<file path="src/rtl/pad_attr_pkg.sv">
package pad_attr_pkg;
  typedef enum logic [1:0] {
    SEL_NONE = 2'd0,
    SEL_LOCK = 2'd1,
    SEL_ATTR = 2'd2
  } sel_e;

  localparam int INV_BIT = 0;
  localparam int OD_BIT  = 1;
endpackage

</file>
<file path="src/rtl/pad_attr_decode.sv">
module pad_attr_decode
  import pad_attr_pkg::*;
#(
  parameter int ADDR_W   = 8,
  parameter int NUM_PADS = 22,
  parameter int IDX_W    = $clog2(NUM_PADS)
) (
  input  logic [ADDR_W-1:0] addr,
  output sel_e              sel,
  output logic [IDX_W-1:0]  idx
);
  localparam int WORD_W = ADDR_W - 2;

  logic [WORD_W-1:0] word;
  logic [WORD_W-1:0] word_m1;

  assign word    = addr[ADDR_W-1:2];
  assign word_m1 = word - WORD_W'(1);
  assign idx     = word_m1[IDX_W-1:0];

  always_comb begin
    if (addr[1:0] != 2'b00) begin
      sel = SEL_NONE;
    end else if (word == '0) begin
      sel = SEL_LOCK;
    end else if (word <= WORD_W'(NUM_PADS)) begin
      sel = SEL_ATTR;
    end else begin
      sel = SEL_NONE;
    end
  end
endmodule

</file>
<file path="src/rtl/pad_attr_regs.sv">
module pad_attr_regs
  import pad_attr_pkg::*;
#(
  parameter int NUM_PADS = 22,
  parameter int ATTR_W   = 6,
  parameter int DATA_W   = 32,
  parameter int ADDR_W   = 8
) (
  input  logic                clk,
  input  logic                rst,
  input  logic                req_valid,
  input  logic                req_write,
  input  logic [ADDR_W-1:0]   req_addr,
  input  logic [DATA_W-1:0]   req_wdata,
  output logic [DATA_W-1:0]   rsp_rdata,
  output logic                rsp_err,
  output logic [NUM_PADS-1:0] inv_o,
  output logic [NUM_PADS-1:0] od_o
);
  localparam int IDX_W = $clog2(NUM_PADS);

  sel_e                            sel;
  logic [IDX_W-1:0]                idx;
  logic                            wen_q;
  logic [NUM_PADS-1:0][ATTR_W-1:0] attr_q;
  logic                            hit_none;
  logic                            do_rd;
  logic                            do_wr;
  logic                            wdata_unused;

  assign wdata_unused = ^req_wdata[DATA_W-1:ATTR_W];

  pad_attr_decode #(
    .ADDR_W  (ADDR_W),
    .NUM_PADS(NUM_PADS),
    .IDX_W   (IDX_W)
  ) u_dec (
    .addr(req_addr),
    .sel (sel),
    .idx (idx)
  );

  assign hit_none = req_valid && (sel == SEL_NONE);
  assign do_rd    = req_valid && !req_write;
  assign do_wr    = req_valid && req_write;

  always_ff @(posedge clk) begin
    if (rst) begin
      wen_q     <= 1'b1;
      attr_q    <= '0;
      rsp_rdata <= '0;
      rsp_err   <= 1'b0;
    end else begin
      rsp_err   <= hit_none;
      rsp_rdata <= '0;
      if (do_rd) begin
        case (sel)
          SEL_LOCK: rsp_rdata <= {{(DATA_W-1){1'b0}}, wen_q};
          SEL_ATTR: rsp_rdata <= {{(DATA_W-ATTR_W){1'b0}}, attr_q[idx]};
          default:  rsp_rdata <= '0;
        endcase
      end
      if (do_wr && sel == SEL_LOCK) begin
        wen_q <= wen_q & req_wdata[0];
      end
      if (do_wr && sel == SEL_ATTR && wen_q) begin
        attr_q[idx] <= req_wdata[ATTR_W-1:0];
      end
    end
  end

  for (genvar p = 0; p < NUM_PADS; p++) begin : g_out
    assign inv_o[p] = attr_q[p][INV_BIT];
    assign od_o[p]  = attr_q[p][OD_BIT];
  end

  // once cleared the lock never comes back without reset
  a_r2_lock_sticky: assert property (@(posedge clk) disable iff (rst)
    !wen_q |=> !wen_q);

  // writing one to the lock register does not change it
  a_r2_lock_one_keeps: assert property (@(posedge clk) disable iff (rst)
    (do_wr && sel == SEL_LOCK && req_wdata[0]) |=> (wen_q == $past(wen_q)));

  // locked bank is frozen
  a_r4_locked_frozen: assert property (@(posedge clk) disable iff (rst)
    !wen_q |=> $stable(attr_q));

  // no read, no data
  a_r5_idle_zero: assert property (@(posedge clk) disable iff (rst)
    !do_rd |=> (rsp_rdata == '0));

  // error pulse follows exactly the unmapped requests
  a_r6_err_on_unmapped: assert property (@(posedge clk) disable iff (rst)
    hit_none |=> rsp_err);

  a_r6_err_only_unmapped: assert property (@(posedge clk) disable iff (rst)
    !hit_none |=> !rsp_err);

  a_r6_err_data_zero: assert property (@(posedge clk) disable iff (rst)
    rsp_err |-> (rsp_rdata == '0));
endmodule

</file>
<file path="src/rtl/pad_attr_xform.sv">
module pad_attr_xform (
  input  logic inv,
  input  logic od,
  input  logic core_out,
  input  logic core_oe,
  input  logic pad_in,
  output logic pad_out,
  output logic pad_oe,
  output logic core_in
);
  logic v;

  assign v       = core_out ^ inv;
  assign pad_out = od ? 1'b0 : v;
  assign pad_oe  = od ? (core_oe & ~v) : core_oe;
  assign core_in = pad_in ^ inv;
endmodule

</file>
<file path="src/rtl/pad_attr_ctrl.sv">
module pad_attr_ctrl
  import pad_attr_pkg::*;
#(
  parameter int NUM_FIXED = 4,
  parameter int NUM_MUXED = 18,
  parameter int ATTR_W    = 6,
  parameter int DATA_W    = 32,
  parameter int ADDR_W    = 8,
  parameter int NUM_PADS  = NUM_FIXED + NUM_MUXED
) (
  input  logic                clk,
  input  logic                rst,
  input  logic                req_valid,
  input  logic                req_write,
  input  logic [ADDR_W-1:0]   req_addr,
  input  logic [DATA_W-1:0]   req_wdata,
  output logic [DATA_W-1:0]   rsp_rdata,
  output logic                rsp_err,
  input  logic [NUM_PADS-1:0] core_out,
  input  logic [NUM_PADS-1:0] core_oe,
  output logic [NUM_PADS-1:0] core_in,
  output logic [NUM_PADS-1:0] pad_out,
  output logic [NUM_PADS-1:0] pad_oe,
  input  logic [NUM_PADS-1:0] pad_in
);
  logic [NUM_PADS-1:0] inv_v;
  logic [NUM_PADS-1:0] od_v;

  pad_attr_regs #(
    .NUM_PADS(NUM_PADS),
    .ATTR_W  (ATTR_W),
    .DATA_W  (DATA_W),
    .ADDR_W  (ADDR_W)
  ) u_regs (
    .clk      (clk),
    .rst      (rst),
    .req_valid(req_valid),
    .req_write(req_write),
    .req_addr (req_addr),
    .req_wdata(req_wdata),
    .rsp_rdata(rsp_rdata),
    .rsp_err  (rsp_err),
    .inv_o    (inv_v),
    .od_o     (od_v)
  );

  for (genvar p = 0; p < NUM_PADS; p++) begin : g_pad
    pad_attr_xform u_xf (
      .inv     (inv_v[p]),
      .od      (od_v[p]),
      .core_out(core_out[p]),
      .core_oe (core_oe[p]),
      .pad_in  (pad_in[p]),
      .pad_out (pad_out[p]),
      .pad_oe  (pad_oe[p]),
      .core_in (core_in[p])
    );

    // an open-drain pad is never driven high
    a_r8_od_no_high: assert property (@(posedge clk) disable iff (rst)
      (od_v[p] && pad_oe[p]) |-> !pad_out[p]);

    // no drive without core enable
    a_r7_oe_gated: assert property (@(posedge clk) disable iff (rst)
      !core_oe[p] |-> !pad_oe[p]);
  end
endmodule

</file>
<file path="config.mk">
export PLATFORM = sky130hd
export DESIGN_NAME = pad_attr_ctrl
export DESIGN_NICKNAME = d
export VERILOG_FILES = /design/src/rtl/pad_attr_pkg.sv /design/src/rtl/pad_attr_decode.sv /design/src/rtl/pad_attr_regs.sv /design/src/rtl/pad_attr_xform.sv /design/src/rtl/pad_attr_ctrl.sv
export SDC_FILE = /design/constraint.sdc
export NUM_CORES = 1
export LEC_CHECK = 0
export CORE_ASPECT_RATIO = 1.1
export CORE_MARGIN = 2
export CORE_UTILIZATION = 53
export DETAILED_ROUTE_END_ITERATION = 10
export GPL_ROUTABILITY_DRIVEN = 0
export GPL_TIMING_DRIVEN = 1
export HOLD_SLACK_MARGIN = 0.1
export PLACE_DENSITY = 0.95
export SLEW_MARGIN = 20
export SYNTH_ARGS = -nofsm -noshare
export SYNTH_HDL_FRONTEND = slang
export SYNTH_HIERARCHICAL = 1
export SYNTH_SLANG_ARGS = --single-unit
</file>
<file path="constraint.sdc">
create_clock -name clk -period 6.4 [get_ports clk]
set_clock_uncertainty 0.15 [all_clocks]
set_input_delay 1.28 -clock clk [delete_from_list [all_inputs] [get_ports clk]]
set_output_delay 1.28 -clock clk [all_outputs]
set_load 0.03 [all_outputs]
</file>
# After elaboration in Yosys (flattened, before gate mapping)
# Index checks and enable logic that the tools add are counted.
dict set report totals {
  word_cells 186
  out_inout_bits 99
  inputBits 110
  register_bits 166
}
dict set report op_classes {
  bitwise 90
  n_eq_ne 2
  mux 53
  n_lt_le_gt_ge 3
  n_addsub 1
  reduce_logical 12
}
# cell n
set op_table {}
lappend op_table {{132-bit bitwise mux} 1}
lappend op_table {{1-bit two-way mux} 44}
lappend op_table {{1-bit bitwise XOR} 44}
lappend op_table {{6-bit binary-select mux with 5-bit select} 1}
lappend op_table {{6-bit demux with 5-bit select} 1}
lappend op_table {{1-bit AND} 23}
lappend op_table {{1-bit NOT} 23}
lappend op_table {{6-bit two-way mux} 2}
lappend op_table {{6-bit one-hot mux with 2 select lines} 1}
lappend op_table {{1-bit logical AND} 7}
lappend op_table {{6-bit by 5-bit <= comparator with 1-bit output (second input constant)} 1}
lappend op_table {{6-bit zero test} 1}
lappend op_table {{5-bit by 6-bit less-than comparator with 1-bit output (second input constant)} 1}
lappend op_table {{2-bit two-way mux} 3}
lappend op_table {{5-bit by 1-bit greater-or-equal comparator with 1-bit output (second input constant)} 1}
lappend op_table {{5-bit by 1-bit subtractor with 5-bit output (second input constant)} 1}
lappend op_table {{2-bit by 1-bit == test with 1-bit output (second input constant)} 1}
lappend op_table {{2-bit == test (second input constant)} 1}
lappend op_table {{2-bit zero test} 1}
lappend op_table {{2-bit nonzero test} 1}
lappend op_table {{2-bit OR reduction} 1}
lappend op_table {{1-bit zero test} 1}

# Depth between registers and ports, before layout
dict set report logic_depth {
  ltp_word 7
  ltp_mapped 11
  mapped_depth_nobuf 10
}

# Cells and area by module
# The synthesis kept the hierarchy.
# module area_per_inst_um2 cells_per_inst seq_area_each_um2 instances
set modules_own_cells {}
lappend modules_own_cells {pad_attr_regs 6914.1 652 2802.7 1}
lappend modules_own_cells {pad_attr_xform 33.8 4 0.0 22}
lappend modules_own_cells {pad_attr_decode 132.6 18 0.0 1}

# Worst setup path after synthesis
# Ideal clock, no wire load.
dict set report synth_timing {
  path_type {input to output}
  start {input core_out[0]}
  end {output pad_oe[0]}
  t_arrival_ns 2.140
  slack_ns 2.830
  required_time_ns 4.970
  n_path_buf 0
  cell_stages 2
  cell_sequence {xor2_1 -> a21boi_0}
}
dict set report synth_via {
  elab_chain_len 4
}
# item line_no
set synth_rtl {}
lappend synth_rtl {{from (decl)} pad_attr_ctrl.sv:19} ;# input logic [NUM_PADS-1:0] core_out,
lappend synth_rtl {{1-bit bitwise XOR} pad_attr_xform.sv:13} ;# assign v = core_out ^ inv;
lappend synth_rtl {{1-bit NOT} pad_attr_xform.sv:15} ;# assign pad_oe = od ? (core_oe & ~v) : core_oe;
lappend synth_rtl {{1-bit AND} pad_attr_xform.sv:15}
lappend synth_rtl {{1-bit two-way mux} pad_attr_xform.sv:15}
lappend synth_rtl {{to (decl)} pad_attr_ctrl.sv:23} ;# output logic [NUM_PADS-1:0] pad_oe,
# Every way passes these cells.

# Final worst setup path
# Ends and elaborated chain as after synthesis.

==> impl_summary.log <==
INFO  metric power-per-cell-area = 227 mW/mm2
INFO  metric worst_pin_slew = 1050 ps
INFO  metric ys_dominant_reg_cell = sky130_fd_sc_hd__dfxtp_1
INFO  metric cts.root.buffer_cell = sky130_fd_sc_hd__clkbuf_16
INFO  metric clk_pin_slew_worst_paths = 60 ps
INFO  metric crit_path_buffers_inverters = 2
INFO  metric worstHoldPathCells = 2
INFO  metric yosysTopAreaCellShare = 36.0%
INFO  metric synth_area_leaders = sky130_fd_sc_hd__dfxtp_1 36%, sky130_fd_sc_hd__mux2i_1 19%, sky130_fd_sc_hd__mux4_2 7.2%, sky130_fd_sc_hd__buf_4 7.1%, sky130_fd_sc_hd__nor2_1 6.4%
INFO  metric whs_endpoint = u_regs/attr_q[33]
INFO  metric grt.total_usage = 22.9%
INFO  metric grt-ovfl-total = 0
INFO  metric drt.antenna.violating_nets = 0
INFO  metric number_of_drc_markers_in_iteration_0 = 529
INFO  metric critPathTopFamily = buffers and inverters
INFO  metric route.detailed.wl_per_inst = 17.2 um
INFO  metric io-pin-count = 209
INFO  metric post_synth_inst_count = 758
INFO  metric synth_sequential_area_ratio = 36.0%
INFO  metric first_global_vias = 5,659
INFO  metric placement_rows = 46
INFO  metric min_period = 4280 ps
INFO  metric synth_most_common_cell = sky130_fd_sc_hd__mux2i_1
INFO  metric num_antenna_cells = 0
INFO  metric ctsHtreeMaxLevel = 4
INFO  metric postLayoutSetupSlackWorst = 2120 ps
INFO  metric seqCellArea = 0.00280 mm2
INFO  metric core-area = 0.0144 mm2
INFO  metric hold-worst-slack = 342 ps
INFO  metric synth_edf_count = 0
INFO  metric final_layout_size_suffix_gt1_share = 12.9%
INFO  metric slew_headroom = 30.1%
INFO  metric clkLatencyLatePin = 420 ps
INFO  metric area_of_the_mapped_netlist = 0.00779 mm2
INFO  metric clockBufferDepth = 2
INFO  metric num_vias = 5,823
INFO  metric finalSetupViolCount = 0
INFO  metric max_cap_viol_count = 0
INFO  metric maxSlewViolCount = 0
INFO  metric tritoncts = built
INFO  metric ff_latch_count_synth = 140
INFO  metric critPathLaunchType = primary input
INFO  metric largest_net_degree_at_the_start_of_global_routing = 79
INFO  metric cts_hold_buf = 0
INFO  metric worst-r2r-setup-slack = 4410 ps
INFO  metric cts_inserted_buffers = 17
INFO  metric numClockSinks = 140
INFO  metric grt_first_pass_wirelength = 28,700 um
INFO  metric detail_route.drc_violations = 0
INFO  metric critPathKind = in -> out
INFO  metric final_hold_violations = 0
INFO  metric r2r_cells = 4
INFO  metric worstSetupPathDepth = 4
INFO  metric initial_core_util = 54.1%
INFO  metric port-buffer-count = 156
INFO  metric cell_variety_after_synth = 44
INFO  metric timing.hold.worst.start = u_regs/attr_q[33]
INFO  metric run_status = completed
INFO  metric pre_cts_slack = 1980 ps
INFO  metric cells_along_the_critical_path = clkdlybuf4s50_1, xor2_1, a21boi_0, clkdlybuf4s50_1
INFO  metric totalNegativeSetupSlack = 0 ps
INFO  metric async_flop_share = 0%
INFO  metric max_stage_delay = 730 ps
INFO  metric final.fill_count = 1,022
INFO  metric area_growth_from_synthesis_to_layout = 23.0%
INFO  metric worst_hold_path_type = reg -> reg
INFO  metric synth_largest_area_cell = sky130_fd_sc_hd__dfxtp_1
INFO  metric grt_setup_unrepaired = no
INFO  metric cp-end-kind = output pin
INFO  metric worst-endpoint-arrival = 2850 ps
INFO  metric post_synth.cell_area_avg = 10.3 um2
INFO  metric multi_input_comb_area = 0.00430 mm2
INFO  metric vdd.ir_drop.worst = 0.151 mV
INFO  metric finish.utilization = 66.6%
INFO  metric critical_path_required = 4970 ps
INFO  metric dieHeight = 131 um
INFO  metric post_cts.repair.setup_buffers = 0
INFO  metric reg2reg_from = u_regs/wen_q
INFO  metric yosys_warnings = 6
INFO  metric critPathMostFrequentCell = sky130_fd_sc_hd__clkdlybuf4s50_1
INFO  metric hpwlAfterDp = 12,300 um
INFO  metric finalNonFillerCells = 1,052
INFO  metric crit_fanout = 2
INFO  metric detail_route.wirelength = 18,100 um
INFO  metric final.period_utilization = 66.9%
INFO  metric crit_path_top_delay_cell = sky130_fd_sc_hd__clkdlybuf4s50_1
INFO  metric viasPerCell = 5.54
INFO  metric placedCellCount = 1,020
INFO  metric layout.nets = 963
INFO  metric power.static_leakage = 0.00354 uW
INFO  metric fp.dieW = 120 um
INFO  metric cts_resized = 0
INFO  metric antenna_violations_before_repair = 0
INFO  metric synth.cells.most_frequent = 148 x sky130_fd_sc_hd__mux2i_1, 140 x sky130_fd_sc_hd__dfxtp_1, 133 x sky130_fd_sc_hd__nor2_1, 74 x sky130_fd_sc_hd__buf_4, 46 x sky130_fd_sc_hd__xor2_1
INFO  metric maxClockFrequency = 233 MHz
INFO  metric r2r_end = u_regs/attr_q[65]
INFO  metric fp.dieArea = 0.0157 mm2
INFO  metric detailedRoute.firstPassIterationCount = 6
[state kept, by name, indices dropped and copies added, names as in the netlist]
| name | count |
|---|---|
| u_regs/od_o | 22 |
| u_regs/rsp_rdata | 6 |
| u_regs/attr_q | 88 |
| u_regs/rsp_err | 1 |
| u_regs/wen_q | 1 |
| u_regs/inv_o | 22 |
[metrics by stage]
step                area [um2]  power, uW
floorplan                 7880       1080
global placement          8970       1180
detailed placement        8970       1180
CTS                       9580       2180
global route              9580       2230
finish                    9580       2170
[tightest hold or removal path, cell delays in order (launching register included)]
cell	delay, ps
sky130_fd_sc_hd__dfxtp_1	320
sky130_fd_sc_hd__mux2i_1	60
sky130_fd_sc_hd__nor2_1	70
[per-layer routing]
| metal | up-vias | GRT usage (%) | part of all wire, % |
|---|---|---|---|
| met5 | - | 0 | 0 |
| met4 | 0 | 7.97 | 2.0 |
| met3 | 32 | 5.77 | 8.3 |
| met2 | 310 | 38.7 | 50 |
| met1 | 2779 | 28.3 | 40 |
| li1 | 2702 | - | - |
[final cells by class]
type | count | area share [%]
Clock buffer | 21 | 4.91
Clock inverter | 11 | 1.48
Tap cell | 192 | 2.51
Timing Repair Buffer | 161 | 16.7
Inverter | 6 | 0.235
Multi-Input combinational cell | 521 | 44.9
Sequential cell | 140 | 29.3
[worst max path at each step]
stage	startpoint	endpoint	slack (ps)
2_1_floorplan	core_out[0]	pad_oe[0]	2830
3_3_place_gp	req_addr[3]	u_regs/od_o[20]	2040
3_5_place_dp	req_addr[3]	u_regs/attr_q[124]	1980
4_1_cts	core_out[0]	pad_oe[0]	2150
5_1_grt	core_out[0]	pad_oe[0]	2090
6_report	core_out[0]	pad_oe[0]	2120
[power breakdown]
part           internal, uW  leakage [uW]  switching, uW
Sequential              873       0.00113          0.538
Combinational           117       0.00211            173
Clock                   641      0.000295            364
Total                  1630       0.00354            538
[placed cells by master (no fill, tap or decap), types with 4 or more instances in the layout]
master and instances:
sky130_fd_sc_hd__clkdlybuf4s50_1 155, sky130_fd_sc_hd__xor2_1 46, sky130_fd_sc_hd__clkbuf_16 17, sky130_fd_sc_hd__and2b_2 22, sky130_fd_sc_hd__nor2_1 133, sky130_fd_sc_hd__dfxtp_1 140
sky130_fd_sc_hd__a21boi_0 22, sky130_fd_sc_hd__nor3_1 9, sky130_fd_sc_hd__nor2b_1 5, sky130_fd_sc_hd__inv_1 5, sky130_fd_sc_hd__a22oi_1 5, sky130_fd_sc_hd__ha_1 6
sky130_fd_sc_hd__a21oi_1 12, sky130_fd_sc_hd__o21ai_0 4, sky130_fd_sc_hd__nor3_4 21, sky130_fd_sc_hd__conb_1 26, sky130_fd_sc_hd__buf_4 6, sky130_fd_sc_hd__mux2i_1 148
sky130_fd_sc_hd__a31oi_1 6, sky130_fd_sc_hd__mux4_2 25, sky130_fd_sc_hd__clkinv_2 4
[cell families (layout without fill, tap and decap cells)]
family	after synthesis	after routing	synth area share, %
fa+ha+maj	6	6	0.964
xor+xnor	47	47	5.28
other cells	1	26	0.0481
compound gates	55	55	4.66
simple gates	214	214	16.8
mux	173	173	26.2
flops	140	140	36.0
buf+inv	122	199	9.97
No activity file was read; power rests on OpenSTA's default activity.
